[src/rtl/cbm_pkg.sv]
package cbm_pkg;
   // Window selectors shared by the mapper submodules and checker
   localparam logic [1:0] CPU_WIN_SWITCH = 2'b10;
   localparam logic [1:0] CPU_WIN_FIXED  = 2'b11;

   typedef enum logic [1:0] {
      PPU_PT_LOW  = 2'b00,
      PPU_PT_HIGH = 2'b01,
      PPU_NT_LOW  = 2'b10,
      PPU_NT_HIGH = 2'b11
   } ppu_region_e;
endpackage

[src/rtl/cbm_bank_reg.sv]
module cbm_bank_reg #(
   parameter int CPU_ADDR_W = 16,
   parameter int DATA_W     = 8,
   parameter int PRG_BANK_W = 2,
   parameter int CHR_BANK_W = 4
) (
   input  logic                  clk,
   input  logic                  rst_n,
   input  logic [CPU_ADDR_W-1:0] cpu_addr,
   input  logic [DATA_W-1:0]     cpu_data,
   input  logic                  cpu_rw_n,
   input  logic                  cpu_m2,
   output logic [PRG_BANK_W-1:0] prg_sel,
   output logic [CHR_BANK_W-1:0] chr_sel
);
   import cbm_pkg::*;

   localparam int MID_W = DATA_W - PRG_BANK_W - CHR_BANK_W;

   initial begin
      assert (MID_W >= 0)
         else $error("bank fields do not fit the data bus");
      assert (CPU_ADDR_W >= 2)
         else $error("CPU address too narrow");
   end

   logic hit;
   logic unused_reg_bits;

   assign hit = !cpu_rw_n && cpu_m2
                && (cpu_addr[CPU_ADDR_W-1 -: 2] == CPU_WIN_SWITCH);

   generate
      if (MID_W > 0) begin : g_mid
         assign unused_reg_bits = ^{cpu_data[CHR_BANK_W +: MID_W],
                                    cpu_addr[CPU_ADDR_W-3:0]};
      end else begin : g_nomid
         assign unused_reg_bits = ^cpu_addr[CPU_ADDR_W-3:0];
      end
   endgenerate

   always_ff @(posedge clk or negedge rst_n) begin
      if (!rst_n) begin
         prg_sel <= '0;
         chr_sel <= '0;
      end else if (hit) begin
         prg_sel <= cpu_data[DATA_W-1 -: PRG_BANK_W];
         chr_sel <= cpu_data[CHR_BANK_W-1:0];
      end
   end
endmodule

[src/rtl/cbm_prg_map.sv]
module cbm_prg_map #(
   parameter int PRG_BANK_W = 2
) (
   input  logic [1:0]            cpu_win,
   input  logic                  cpu_rw_n,
   input  logic [PRG_BANK_W-1:0] prg_sel,
   output logic [PRG_BANK_W-1:0] prg_addr_hi,
   output logic                  prg_ce_n
);
   import cbm_pkg::*;

   localparam logic [PRG_BANK_W-1:0] LAST_BANK = '1;

   initial begin
      assert (PRG_BANK_W >= 1)
         else $error("program bank width must be positive");
   end

   always_comb begin
      if (cpu_win == CPU_WIN_FIXED) prg_addr_hi = LAST_BANK;
      else                          prg_addr_hi = prg_sel;
   end

   assign prg_ce_n = !(cpu_rw_n && cpu_win[1]);
endmodule

[src/rtl/cbm_chr_map.sv]
module cbm_chr_map #(
   parameter int CHR_BANK_W = 4,
   parameter bit INVERT_SEL = 1'b1
) (
   input  logic [1:0]            ppu_region,
   input  logic                  ppu_rd_n,
   input  logic                  ppu_wr_n,
   input  logic [CHR_BANK_W-1:0] chr_sel,
   output logic [CHR_BANK_W-1:0] chr_addr_hi,
   output logic                  chr_ce_n,
   output logic                  chr_oe_n,
   output logic                  chr_we_n
);
   import cbm_pkg::*;

   initial begin
      assert (CHR_BANK_W >= 1)
         else $error("character bank width must be positive");
   end

   logic [CHR_BANK_W-1:0] sw_bank;
   logic [CHR_BANK_W-1:0] fixed_bank;

   generate
      if (INVERT_SEL) begin : g_inv
         assign sw_bank    = ~chr_sel;
         assign fixed_bank = '1;
      end else begin : g_direct
         assign sw_bank    = chr_sel;
         assign fixed_bank = '0;
      end
   endgenerate

   logic pattern;
   assign pattern = !ppu_region[1];

   always_comb begin
      if (ppu_region == PPU_PT_HIGH) chr_addr_hi = sw_bank;
      else                           chr_addr_hi = fixed_bank;
   end

   assign chr_ce_n = !pattern;
   assign chr_oe_n = !(pattern && !ppu_rd_n);
   assign chr_we_n = !(pattern && !ppu_wr_n);
endmodule

[src/rtl/cart_bank_mapper.sv]
module cart_bank_mapper #(
   parameter int CPU_ADDR_W = 16,
   parameter int PPU_ADDR_W = 14,
   parameter int DATA_W     = 8,
   parameter int PRG_BANK_W = 2,
   parameter int CHR_BANK_W = 4,
   parameter bit INVERT_CHR = 1'b1
) (
   input  logic                  clk,
   input  logic                  rst_n,
   input  logic [CPU_ADDR_W-1:0] cpu_addr,
   input  logic [DATA_W-1:0]     cpu_data,
   input  logic                  cpu_rw_n,
   input  logic                  cpu_m2,
   input  logic [PPU_ADDR_W-1:0] ppu_addr,
   input  logic                  ppu_rd_n,
   input  logic                  ppu_wr_n,
   output logic [PRG_BANK_W-1:0] prg_addr_hi,
   output logic                  prg_ce_n,
   output logic [CHR_BANK_W-1:0] chr_addr_hi,
   output logic                  chr_ce_n,
   output logic                  chr_oe_n,
   output logic                  chr_we_n,
   output logic                  ciram_a10
);
   localparam int PT_MSB = PPU_ADDR_W - 1;

   initial begin
      assert (PPU_ADDR_W >= 12)
         else $error("PPU address must reach A11");
   end

   logic [PRG_BANK_W-1:0] prg_sel;
   logic [CHR_BANK_W-1:0] chr_sel;
   logic                  unused_ppu_bits;

   assign unused_ppu_bits = ^{ppu_addr[PT_MSB-2], ppu_addr[PT_MSB-3],
                              ppu_addr[9:0]};

   cbm_bank_reg #(
      .CPU_ADDR_W(CPU_ADDR_W), .DATA_W(DATA_W),
      .PRG_BANK_W(PRG_BANK_W), .CHR_BANK_W(CHR_BANK_W)
   ) u_reg (
      .clk(clk), .rst_n(rst_n), .cpu_addr(cpu_addr), .cpu_data(cpu_data),
      .cpu_rw_n(cpu_rw_n), .cpu_m2(cpu_m2),
      .prg_sel(prg_sel), .chr_sel(chr_sel)
   );

   cbm_prg_map #(.PRG_BANK_W(PRG_BANK_W)) u_prg (
      .cpu_win(cpu_addr[CPU_ADDR_W-1 -: 2]), .cpu_rw_n(cpu_rw_n),
      .prg_sel(prg_sel), .prg_addr_hi(prg_addr_hi), .prg_ce_n(prg_ce_n)
   );

   cbm_chr_map #(.CHR_BANK_W(CHR_BANK_W), .INVERT_SEL(INVERT_CHR)) u_chr (
      .ppu_region(ppu_addr[PT_MSB -: 2]), .ppu_rd_n(ppu_rd_n),
      .ppu_wr_n(ppu_wr_n), .chr_sel(chr_sel), .chr_addr_hi(chr_addr_hi),
      .chr_ce_n(chr_ce_n), .chr_oe_n(chr_oe_n), .chr_we_n(chr_we_n)
   );

   assign ciram_a10 = ppu_addr[10];
endmodule

[config.mk]
export PLATFORM = sky130hd
export DESIGN_NAME = cart_bank_mapper
export DESIGN_NICKNAME = d
export VERILOG_FILES = /design/src/rtl/cbm_pkg.sv /design/src/rtl/cbm_bank_reg.sv /design/src/rtl/cbm_prg_map.sv /design/src/rtl/cbm_chr_map.sv /design/src/rtl/cart_bank_mapper.sv
export SDC_FILE = /design/constraint.sdc
export NUM_CORES = 1
export LEC_CHECK = 0
export ABC_AREA = 1
export CORE_AREA = 2 2 39 41
export CTS_BUF_LIST = sky130_fd_sc_hd__clkbuf_8
export CTS_CLUSTER_SIZE = 40
export DETAILED_ROUTE_END_ITERATION = 10
export DIE_AREA = 0 0 41 43
export DONT_BUFFER_PORTS = 1
export GPL_TIMING_DRIVEN = 0
export HOLD_SLACK_MARGIN = 0.12
export PLACE_DENSITY = 0.37
export SYNTH_ARGS = -nofsm -noshare
export SYNTH_HDL_FRONTEND = slang
export SYNTH_SLANG_ARGS = --single-unit
[constraint.sdc]
create_clock -name clk -period 1.3 [get_ports clk]
set_clock_uncertainty 0.2 [all_clocks]
set_input_delay 0.26 -clock clk [delete_from_list [all_inputs] [get_ports clk]]
set_output_delay 0.26 -clock clk [all_outputs]
set_load 0.1 [all_outputs]
# --- After elaboration in Yosys (flattened, before gate mapping) ---
# Cells that the tools add are included.
classes:
  n_eq_ne: 3
  muxes: 2
  bitwise: 1
  n_reduce_logical: 12
op_table:
  columns: ["cell", "n"]
  rows:
  - ["1-bit zero test", 7]
  - ["1-bit logical AND", 5]
  - ["2-bit equality test (second input constant)", 2]
  - ["4-bit 2-to-1 mux", 1]
  - ["4-bit inverter", 1]
  - ["2-bit by 1-bit equality test with 1-bit output (second input constant)", 1]
  - ["2-bit 2-to-1 mux", 1]
totals:
  reg_bits: 6
  in_bits: 44
  out_inout_bits: 11
  elab_cells: 20

# --- Logic depth before layout (Yosys ltp) ---
logic_depth:
  ltp_word: 3
  depth_mapped: 5
  mapped_depth_nobuf: 5

# --- By module ---
# Synthesis repeated with hierarchy kept, for this count alone.
hier_totals:
  hier_cells: 45
  hier_area_um2: 331.6
by_module_without_submodules:
  columns: ["mod", "n_inst", "cells_per_inst", "area_each_um2", "seq_area_each_um2"]
  rows:
  - ["cbm_bank_reg", 1, 28, 255.2, 150.1]
  - ["cbm_chr_map", 1, 10, 46.3, 0.0]
  - ["cbm_prg_map", 1, 6, 22.5, 0.0]
  - ["cart_bank_mapper", 1, 1, 7.5, 0.0]

# --- Worst setup path after synthesis ---
# OpenSTA, ideal clock, no wires.
synth_path:
  path_kind: "input -> output"
  start: "input port cpu_addr[14]"
  end: "output port prg_addr_hi[0]"
  arrival_time_ns: 1.708
  required_ns: 0.840
  path_slack_ns: -0.868
  path_stages: 2
  path_buffers: 0
  cell_sequence: "inv_1 -> o21bai_1"
synth_via:
  elab_chain_len: 2
synth_lines:
  columns: ["element", "line", "rtl"]
  rows:
  - ["from (decl)", "cart_bank_mapper.sv:11", "input logic [CPU_ADDR_W-1:0] cpu_addr,"]
  - ["2-bit equality test", "cbm_prg_map.sv:20", "if (cpu_win == CPU_WIN_FIXED) prg_addr_hi = LAST_BANK;"]
  - ["2-bit 2-to-1 mux", "cbm_prg_map.sv:20", null]
  - ["to (decl)", "cart_bank_mapper.sv:18", "output logic [PRG_BANK_W-1:0] prg_addr_hi,"]
# No other way between the ends.

# --- Final worst setup path ---
layout_path:
  start: "register u_reg.prg_sel[1]"
  end: "output port prg_addr_hi[1]"
layout_via:
  elab_chain_len: 1
layout_lines:
  columns: ["element", "line", "rtl"]
  rows:
  - ["from (decl)", "cbm_bank_reg.sv:13", "output logic [PRG_BANK_W-1:0] prg_sel,"]
  - ["from (signal assigned)", "cbm_bank_reg.sv:47", "prg_sel <= cpu_data[DATA_W-1 -: PRG_BANK_W];"]
  - ["2-bit 2-to-1 mux", "cbm_prg_map.sv:20", null]
# No other way between the ends.

==> metrics.txt <==
outcome=finished with violations; failing checks=setup timing; vias in the first global route=312; worst setup margin=-0.0885 ns; Layout fillers=145; P&R area growth vs syn=68.8%; Final Critical Period=1.39 ns; H-tree lvl count=1; syn nets=86; Die Wd=41 um; unique cell type count in the Yosys netlist=10; Post-synth top cells=14 x nand2_1, 10 x nand3_1, 6 x dfrtp_1, 3 x inv_1; Max Transition Viols Final=0; wire per inst=10.7 um; CP required=0.84 ns; Synth area leader=dfrtp_1; hold_buf cts=7; Post-synth EDFFs=0; VDD IR max=0.865 mV; main flop type after synthesis=dfrtp_1; WP buf/inv=0; cell area after synthesis=333 um2; clock transition at the registers of the reported paths=0.03 ns; Initial Utilization=24.1%; arrival time worst endpoint=0.93 ns; Post-route DRC=0; IO buf count=0; CP endpoint kind=output port; setup violators final=6; Max Cap Violations=0; Worst slew margin=57.4%; final hold vios=0; total CTS buffers=3; syn_area_per_cell=7.92 um2; total gr overflow=0; crit-path cells=o21bai_4; RSZ-0062 raised after global routing=true; final wirelength=761 um; R2R Setup Slk=0.34 ns; Area contributors post-synth=dfrtp_1 45%, nand2_1 16%, nand3_1 15%; cell count after synthesis=42; chip height=43 um; clock root cell=clkbuf_8; leak pwr=0.264 nW; Crit Path Max Fanout=2; worst min path class=primary input to register; sequential cell area=150 um2; via count=316; period utilization=107%; share of post-route cells with drive strength above 1=36.4%; overall power=0.872 mW; Largest delay share family, worst path=flip-flops; worst slew pin tran=0.637 ns; CTS tree=yes; CP max stage delay=0.37 ns; Die Area=1760 um2; multi-input logic area=228 um2; #FFs+latches synth=6; nets=101; Syn. warnings=0; ant diodes=0; antenna violations before repair=0; CP startpoint kind=register; critical path class=register to output port; core area=1380 um2; vias per cell=4.45; CP max-delay cell=dfrtp_1; first-pass GRT wire length=1.25 mm; Yosys top cell area share=45.1%; Rows=14; post-route cell area=562 um2; drt pass-1 iters=4; RePlAce Congestion=0.684; I/O pin cnt=55; Fmax=720 MHz; post-synthesis sequential area ratio=45.1%; Placed Area=383 um2; Overall Global Routing Usage=10.9%; Initial DRC Count=3; CTS Sinks=6; asr flop ratio synth=100%; CTS max path bufs=2; Post-Place Setup Slack=-0.294 ns; most common cell in the netlist=nand2_1; antenna viol nets, final=0; Worst-Skew Late Latency=0.22 ns; largest net degree at the start of global routing=8; HPWL Detailed=628 um; PwrDens=1550 nW/um2
path summary, 6_finish.rpt:
check / from / to / cells after the start
max: u_reg.prg_sel[1]$_DFFE_PN0P_ / prg_addr_hi[1] / 1
min: cpu_rw_n / u_reg.prg_sel[1]$_DFFE_PN0P_ / 3
max reg2reg: u_reg.chr_sel[2]$_DFFE_PN0P_ / u_reg.chr_sel[2]$_DFFE_PN0P_ / 3
min reg2reg: u_reg.prg_sel[1]$_DFFE_PN0P_ / u_reg.prg_sel[1]$_DFFE_PN0P_ / 2
max in group asynchronous: rst_n / u_reg.chr_sel[1]$_DFFE_PN0P_ / 1
min in group asynchronous: rst_n / u_reg.prg_sel[0]$_DFFE_PN0P_ / 1
metrics by stage:
stage | setup TNS (ns) | hold WS [ns] | instances | util (%)
floorplan | -0.850 | -0.236 | 42 | -
global placement | -0.957 | -0.235 | 58 | 27.7
detailed placement | -0.961 | -0.235 | 58 | 27.7
CTS | -0.436 | 0.0402 | 70 | 40.1
global route | -0.533 | 0.0513 | 71 | 40.6
finish | -0.406 | 0.0385 | 71 | 40.6
cell families after synthesis:
kind of cell | Yosys count | synth area share (%)
DFF | 6 | 45.1
buffers and inverters | 6 | 9.02
AOI/OAI and AO/OA | 2 | 4.51
and+or+nand+nor | 28 | 41.4
area by class of cell:
class | count | share of cell area (%)
plain buffers | 2 | 2.67
flip-flops and latches | 6 | 26.7
inverters | 4 | 2.67
repair buffers | 10 | 16.5
multi-input cells | 30 | 40.5
clock buffers | 3 | 7.35
well taps | 16 | 3.56
sequential cells by signal (all words and copies together), names as in the netlist:
| name | count |
|---|---|
| u_reg.chr_sel | 4 |
| u_reg.prg_sel | 2 |
power by group:
part           switching [mW]  internal (mW)  leakage (nW)
Sequential             0.0315          0.223        0.0755
Clock                  0.0710          0.198        0.0216
Combinational           0.258         0.0906         0.167
Total                   0.360          0.512         0.264
cells in the final DEF, fill, tap and decap left out:
cell	netlist	final
nand3_4	0	4
or2_2	2	2
nand2_4	1	1
clkbuf_8	0	3
nand2_1	14	13
dfrtp_1	6	6
nand3_1	10	6
dlygate4sd3_1	0	7
buf_4	2	5
inv_2	1	1
nor2_4	1	1
nand2_2	0	1
inv_1	3	3
o21bai_4	0	2
what timing repair did:
item | in CTS | in global routing
gates resized for setup | 7 | 0
setup buffers | 2 | 1
endpoints found under the hold margin | 12 | 6
endpoints found under the setup margin | 6 | 6
pin swaps | 4 | 3
layer usage:
layer / global-route usage, % / up-vias / wire [um]
li1: - / 159 / -
met1: 11.2 / 138 / 274
met2: 16.6 / 14 / 405
met3: 4.71 / 5 / 63
met4: 8.00 / 0 / 19
met5: 0 / - / 0
Power figures use the tool's default switching activity.
